[src/rtl/scan_unscramble_pkg.sv]
package scan_unscramble_pkg;
   typedef enum logic {
      SOLVE_LOAD     = 1'b0,
      SOLVE_READBACK = 1'b1
   } solve_mode_e;
endpackage

[src/rtl/ssr_fwd_step.sv]
module ssr_fwd_step #(
   parameter int K = 5,
   parameter logic [K-1:0] INV_MASK = '0,
   parameter logic [K-1:0] TAP_MASK = '0
) (
   input  logic [K-1:0] y,
   input  logic         x,
   output logic [K-1:0] y_nxt
);
   always_comb begin
      y_nxt[0] = x ^ INV_MASK[0];
      y_nxt[1] = y[0] ^ INV_MASK[1] ^ (TAP_MASK[1] & x);
      for (int j = 2; j < K; j++) begin
         y_nxt[j] = y[j-1] ^ INV_MASK[j] ^ (TAP_MASK[j] & x & y[j-2]);
      end
   end
endmodule

[src/rtl/ssr_bwd_step.sv]
module ssr_bwd_step #(
   parameter int K = 5,
   parameter logic [K-1:0] INV_MASK = '0,
   parameter logic [K-1:0] TAP_MASK = '0
) (
   input  logic [K-1:0] v,
   output logic         x,
   output logic [K-1:0] v_prev
);
   always_comb begin
      x         = v[0] ^ INV_MASK[0];
      v_prev[0] = v[1] ^ INV_MASK[1] ^ (TAP_MASK[1] & x);
      for (int j = 2; j < K; j++) begin
         v_prev[j-1] = v[j] ^ INV_MASK[j] ^ (TAP_MASK[j] & x & v_prev[j-2]);
      end
      v_prev[K-1] = 1'b0;
   end
endmodule

[src/rtl/scan_unscramble_solver.sv]
module scan_unscramble_solver
   import scan_unscramble_pkg::*;
#(
   parameter int K = 5,
   parameter logic [K-1:0] INV_MASK = 5'b01101,
   parameter logic [K-1:0] TAP_MASK = 5'b10110
) (
   input  logic         clk,
   input  logic         rst_n,
   input  logic         start,
   input  logic         mode,
   input  logic [K-1:0] state_in,
   input  logic [K-1:0] xseq_in,
   input  logic [K-1:0] zseq_in,
   output logic         busy,
   output logic         done,
   output logic [K-1:0] state_out,
   output logic [K-1:0] xseq_out
);
   localparam int CW = $clog2(K + 1);
   localparam logic [CW-1:0] LAST = CW'(K - 1);

   if (K < 3) begin : g_bad_k
      $error("scan_unscramble_solver: K must be at least 3");
   end
   if (TAP_MASK[0] != 1'b0) begin : g_bad_tap
      $error("scan_unscramble_solver: TAP_MASK[0] has no stage to feed");
   end

   solve_mode_e    mode_q;
   logic [CW-1:0]  cnt;
   logic [K-1:0]   work, work_nxt, xacc, xq, zq;
   logic           step_x;
   logic [K-1:0]   back_v;
   logic [K-1:0]   sim_st [K];
   logic [K-1:0]   zsim, diff_rev;
   logic           id_bit;

   ssr_bwd_step #(.K(K), .INV_MASK(INV_MASK), .TAP_MASK(TAP_MASK)) u_bwd (
      .v(work), .x(step_x), .v_prev(back_v)
   );

   assign sim_st[0] = work;
   for (genvar t = 0; t < K - 1; t++) begin : g_sim
      ssr_fwd_step #(.K(K), .INV_MASK(INV_MASK), .TAP_MASK(TAP_MASK)) u_fwd (
         .y(sim_st[t]), .x(xq[t]), .y_nxt(sim_st[t+1])
      );
   end
   for (genvar t = 0; t < K; t++) begin : g_obs
      assign zsim[t]         = sim_st[t][K-1];
      assign diff_rev[K-1-t] = zsim[t] ^ zq[t];
   end

   assign id_bit = diff_rev[cnt];

   always_comb begin
      if (mode_q == SOLVE_LOAD) work_nxt = back_v;
      else                      work_nxt = work | (K'(id_bit) << cnt);
   end

   always_ff @(posedge clk or negedge rst_n) begin
      if (!rst_n) begin
         busy      <= 1'b0;
         done      <= 1'b0;
         cnt       <= '0;
         mode_q    <= SOLVE_LOAD;
         work      <= '0;
         xacc      <= '0;
         xq        <= '0;
         zq        <= '0;
         state_out <= '0;
         xseq_out  <= '0;
      end else begin
         done <= 1'b0;
         if (!busy) begin
            if (start) begin
               busy   <= 1'b1;
               cnt    <= '0;
               mode_q <= solve_mode_e'(mode);
               work   <= (mode == SOLVE_READBACK) ? '0 : state_in;
               xq     <= xseq_in;
               zq     <= zseq_in;
               xacc   <= '0;
            end
         end else begin
            work <= work_nxt;
            xacc <= {xacc[K-2:0], step_x};
            cnt  <= cnt + 1'b1;
            if (cnt == LAST) begin
               busy <= 1'b0;
               done <= 1'b1;
               cnt  <= '0;
               if (mode_q == SOLVE_LOAD) xseq_out  <= {xacc[K-2:0], step_x};
               else                      state_out <= work_nxt;
            end
         end
      end
   end

   a_r6_done_single: assert property (@(posedge clk) disable iff (!rst_n)
      done |=> !done);
   a_r6_done_after_busy: assert property (@(posedge clk) disable iff (!rst_n)
      done |-> $past(busy) && !busy);
   a_r7_busy_holds: assert property (@(posedge clk) disable iff (!rst_n)
      (busy && cnt != LAST) |=> busy && !done);
   a_r7_count_advances: assert property (@(posedge clk) disable iff (!rst_n)
      (busy && cnt != LAST) |=> cnt == $past(cnt) + 1'b1);
   a_r8_idle_hold: assert property (@(posedge clk) disable iff (!rst_n)
      (!busy && !start) |=> $stable(state_out) && $stable(xseq_out));
endmodule

[config.mk]
export PLATFORM = sky130hd
export DESIGN_NAME = scan_unscramble_solver
export DESIGN_NICKNAME = d
export VERILOG_FILES = /design/src/rtl/scan_unscramble_pkg.sv /design/src/rtl/ssr_fwd_step.sv /design/src/rtl/ssr_bwd_step.sv /design/src/rtl/scan_unscramble_solver.sv
export SDC_FILE = /design/constraint.sdc
export NUM_CORES = 1
export LEC_CHECK = 0
export BUFFER_PORTS_ARGS = -buffer_cell sky130_fd_sc_hd__buf_4
export CAP_MARGIN = 40
export CORE_ASPECT_RATIO = 0.5
export CORE_MARGIN = 1
export CORE_UTILIZATION = 58
export CTS_CLUSTER_SIZE = 16
export DETAILED_ROUTE_END_ITERATION = 16
export PLACE_DENSITY = 0.84
export SLEW_MARGIN = 10
export SYNTH_ARGS = -nofsm -noshare
export SYNTH_HDL_FRONTEND = slang
export SYNTH_SLANG_ARGS = --single-unit
[constraint.sdc]
create_clock -name clk -period 2.9 [get_ports clk]
set_clock_uncertainty 0.1 [all_clocks]
set_input_delay 0.435 -clock clk [delete_from_list [all_inputs] [get_ports clk]]
set_output_delay 0.435 -clock clk [all_outputs]
set_load 0.01 [all_outputs]
==> impl_metrics.prom <==
# TYPE chip_impl_metric gauge
chip_impl_info{name="status",value="completed"} 1
chip_impl_metric{name="dp_hpwl",unit="mm"} 2.43
chip_impl_metric{name="stdcell_count",unit=""} 225
chip_impl_metric{name="slew_headroom",unit="%"} 58.6
chip_impl_metric{name="syn_area",unit="um^2"} 1660
chip_impl_metric{name="grt_start_max_net_pins",unit=""} 35
chip_impl_metric{name="grt_pass1_vias",unit=""} 1135
chip_impl_metric{name="cts_max_path_buffers",unit=""} 2
chip_impl_metric{name="cp.arrival",unit="ns"} 2.22
chip_impl_metric{name="cp_data_required_time",unit="ns"} 2.96
chip_impl_metric{name="drcViolationCount",unit=""} 0
chip_impl_info{name="startpoint",value="busy$_DFF_PN0_"} 1
chip_impl_metric{name="fin_nets",unit=""} 211
chip_impl_metric{name="synthDominantCellAreaShare",unit="%"} 51.3
chip_impl_metric{name="clock_insertion_delay_worst_skew",unit="ns"} 0.29
chip_impl_metric{name="synth-edff-count",unit=""} 0
chip_impl_metric{name="ys_seq_elements",unit=""} 34
chip_impl_metric{name="vias",unit=""} 1258
chip_impl_metric{name="yosysSeqAreaShare",unit="%"} 51.3
chip_impl_metric{name="mappedNetlistNets",unit=""} 178
chip_impl_metric{name="cts.clk_slew.worst_paths",unit="ns"} 0.07
chip_impl_info{name="synthFlopType",value="sky130_fd_sc_hd__dfrtp_1"} 1
chip_impl_info{name="min_path_type",value="in2reg"} 1
chip_impl_metric{name="vias_per_cell",unit=""} 5.59
chip_impl_metric{name="number_of_buffers_inserted_during_clock_tree_synthesis",unit=""} 5
chip_impl_metric{name="total_leakage_power",unit="nW"} 0.950
chip_impl_metric{name="wl_per_cell",unit="um"} 14.9
chip_impl_metric{name="chipWidth",unit="um"} 77.6
chip_impl_metric{name="diodes",unit=""} 0
chip_impl_metric{name="global_route_wire_length_before_repair",unit="mm"} 5.36
chip_impl_info{name="synth.largest_area_cell",value="sky130_fd_sc_hd__dfrtp_1"} 1
chip_impl_metric{name="route.antenna.remaining_nets",unit=""} 0
chip_impl_info{name="cts_root_buf",value="sky130_fd_sc_hd__clkbuf_8"} 1
chip_impl_info{name="worstHoldEndpoint",value="zq[4]$_DFFE_PN0P_"} 1
chip_impl_metric{name="max_clock_freq",unit="MHz"} 462
chip_impl_metric{name="track_usage",unit="%"} 25.2
chip_impl_metric{name="cts_hold_buf",unit=""} 1
chip_impl_metric{name="die_h",unit="um"} 39.8
chip_impl_info{name="tritoncts_clock_tree",value="built"} 1
chip_impl_info{name="final_cell_mix",value="sky130_fd_sc_hd__dfrtp_1 (34), sky130_fd_sc_hd__buf_4 (29), sky130_fd_sc_hd__nand2_1 (19)"} 1
chip_impl_metric{name="synth-async-reset-ratio",unit="%"} 100
chip_impl_info{name="grt_setup_unrepaired",value="false"} 1
chip_impl_info{name="worst_setup_path_start_kind",value="flip-flop"} 1
chip_impl_metric{name="fin_crit_share",unit="%"} 74.6
chip_impl_metric{name="dieArea",unit="um^2"} 3090
chip_impl_metric{name="core.rowCount",unit=""} 13
chip_impl_metric{name="cts_repair_resize_count",unit=""} 0
chip_impl_metric{name="worst_slew_pin_slew",unit="ns"} 0.620
chip_impl_metric{name="grt_antenna_before_repair",unit=""} 0
chip_impl_info{name="final_common_cell",value="sky130_fd_sc_hd__dfrtp_1"} 1
chip_impl_metric{name="hold-path-cell-count",unit=""} 2
chip_impl_metric{name="finalWeightedCongestion",unit=""} 0.955
chip_impl_metric{name="path_max_fanout",unit=""} 22
chip_impl_info{name="worst_r2r_endpoint",value="work[3]$_DFFE_PN0P_"} 1
chip_impl_info{name="rr_startpoint",value="busy$_DFF_PN0_"} 1
chip_impl_metric{name="initial_core_util",unit="%"} 62.5
chip_impl_metric{name="post_cts_buffers",unit=""} 0
chip_impl_metric{name="pwr_density",unit="nW/um^2"} 1150
chip_impl_metric{name="synth-warning-count",unit=""} 0
chip_impl_metric{name="power.ir.vdd_worst",unit="mV"} 0.683
chip_impl_metric{name="drt_wl_total",unit="mm"} 3.34
chip_impl_metric{name="buffer_ports.inserted",unit=""} 29
chip_impl_info{name="synthTopCellsByArea",value="sky130_fd_sc_hd__dfrtp_1 (51%), sky130_fd_sc_hd__mux2_1 (6.1%), sky130_fd_sc_hd__nand2_1 (4.3%), sky130_fd_sc_hd__ha_1 (3.8%), sky130_fd_sc_hd__xnor2_1 (3.7%)"} 1
chip_impl_metric{name="synth_cell_type_count",unit=""} 40
chip_impl_info{name="critical_path.endpoint_type",value="flip-flop"} 1
chip_impl_metric{name="firstDrtPassIters",unit=""} 5
chip_impl_metric{name="max_cap_viol_count",unit=""} 0
chip_impl_metric{name="boundaryPins",unit=""} 31
chip_impl_metric{name="dr.first_iter.drc_count",unit=""} 89
chip_impl_metric{name="syn_avg_cell_area",unit="um^2"} 10.8
chip_impl_metric{name="dpl.cell_count",unit=""} 216
chip_impl_info{name="worstSetupPathType",value="reg2reg"} 1
chip_impl_metric{name="r2r.worst_path.cells",unit=""} 4
chip_impl_metric{name="cts_sink_count",unit=""} 34
chip_impl_info{name="holdCritStartpoint",value="zseq_in[4]"} 1
chip_impl_metric{name="htreeDepth",unit=""} 2
chip_impl_metric{name="minimum_clock_period",unit="ns"} 2.16
chip_impl_metric{name="hold_ws",unit="ns"} 0.253
chip_impl_metric{name="areaGrowthSynthToFinish",unit="%"} 21.1
chip_impl_metric{name="syn-instance-count",unit=""} 154
chip_impl_metric{name="final_count_of_pins_violating_max_slew",unit=""} 0
chip_impl_metric{name="timing.reg2reg.setup_slack",unit="ns"} 0.74
chip_impl_metric{name="grt_overflow_total",unit=""} 0
chip_impl_metric{name="layout-drive-gt1-share",unit="%"} 21.8
chip_impl_metric{name="hold_viol_final",unit=""} 0
chip_impl_metric{name="totalNegativeSetupSlack",unit="ns"} 0
chip_impl_metric{name="finalSetupViolations",unit=""} 0
chip_impl_metric{name="floorplan.core_area",unit="um^2"} 2650
layer usage:
metal  wire length (um)  up-vias  GRT usage [%]  part of all wire (%)
met2               1550       44           44.5                    46
met3                222       10           7.67                   6.6
met5                  0        -              0                     0
li1                   -      611              -                     -
met1               1500      593           29.4                    45
met4                 75        0           12.3                   2.2
Yosys cell counts (all sizes together) (2+ instances only):
| master | n |
|---|---|
| a21oi | 4 |
| a22o | 4 |
| a311oi | 2 |
| and3 | 2 |
| buf | 3 |
| dfrtp | 34 |
| ha | 5 |
| inv | 8 |
| mux2 | 12 |
| nand2 | 19 |
| nand2b | 3 |
| nand4 | 3 |
| nor2 | 10 |
| nor2b | 3 |
| nor3b | 2 |
| o21ai | 11 |
| xnor2 | 7 |
| xor2 | 3 |
logic make-up after synthesis:
| group | Yosys count | share of synthesized area [%] |
|---|---|---|
| AO/OA/AOI/OAI | 30 | 12.5 |
| XOR/XNOR | 10 | 5.28 |
| adder cells (fa/ha/maj) | 5 | 3.77 |
| buffers and inverters | 12 | 2.94 |
| flip-flops | 34 | 51.3 |
| multiplexers | 13 | 8.75 |
| AND/OR/NAND/NOR | 50 | 15.5 |
worst max path at each step:
stage | slack, ns | to | depth (start not counted)
2_1_floorplan | 1.14 | work[1]$_DFFE_PN0P_ | 5
3_3_place_gp | 0.84 | work[3]$_DFFE_PN0P_ | 4
3_5_place_dp | 0.77 | work[3]$_DFFE_PN0P_ | 4
4_1_cts | 0.74 | work[3]$_DFFE_PN0P_ | 4
5_1_grt | 0.65 | work[3]$_DFFE_PN0P_ | 4
6_report | 0.74 | work[3]$_DFFE_PN0P_ | 4
state kept, by name (all words and copies together), names as in the netlist:
register,flops
busy,1
done,1
mode_q,1
xacc,4
xseq_out,5
work,5
cnt,3
xq,4
state_out,5
zq,5
where the power goes:
group / switching (mW) / internal, mW
combinational: 0.480 / 0.516
sequential: 0.245 / 0.695
clock: 0.176 / 0.191
total: 0.900 / 1.40
worst max-delay path: stages, from the launching register on:
cell and delay, ns:
sky130_fd_sc_hd__dfrtp_1 0.61, sky130_fd_sc_hd__and2b_1 0.67, sky130_fd_sc_hd__nor2_1 0.15, sky130_fd_sc_hd__a222oi_1 0.38, sky130_fd_sc_hd__o21ai_1 0.12
layout make-up:
type                            count  area, um^2
Multi-Input combinational cell    108         758
Timing Repair Buffer               30         228
Sequential cell                    34         851
Tap cell                           37        46.3
Clock inverter                      2        12.5
Fill cell                         202         643
Clock buffer                        6        82.6
Inverter                            8        30.0
metrics by stage:
step / setup WS, ns / power [mW] / instance area [um^2] / util, %
final: 0.736 / 2.30 / 2010 / 75.7
after floorplan: 1.14 / 1.61 / 1660 / -
after global routing: 0.649 / 2.48 / 2010 / 75.7
after global placement: 0.841 / 1.87 / 1900 / 71.8
after detailed placement: 0.769 / 1.94 / 1900 / 71.8
after CTS: 0.736 / 2.31 / 2010 / 75.7
(Power assumes the default switching activity.)
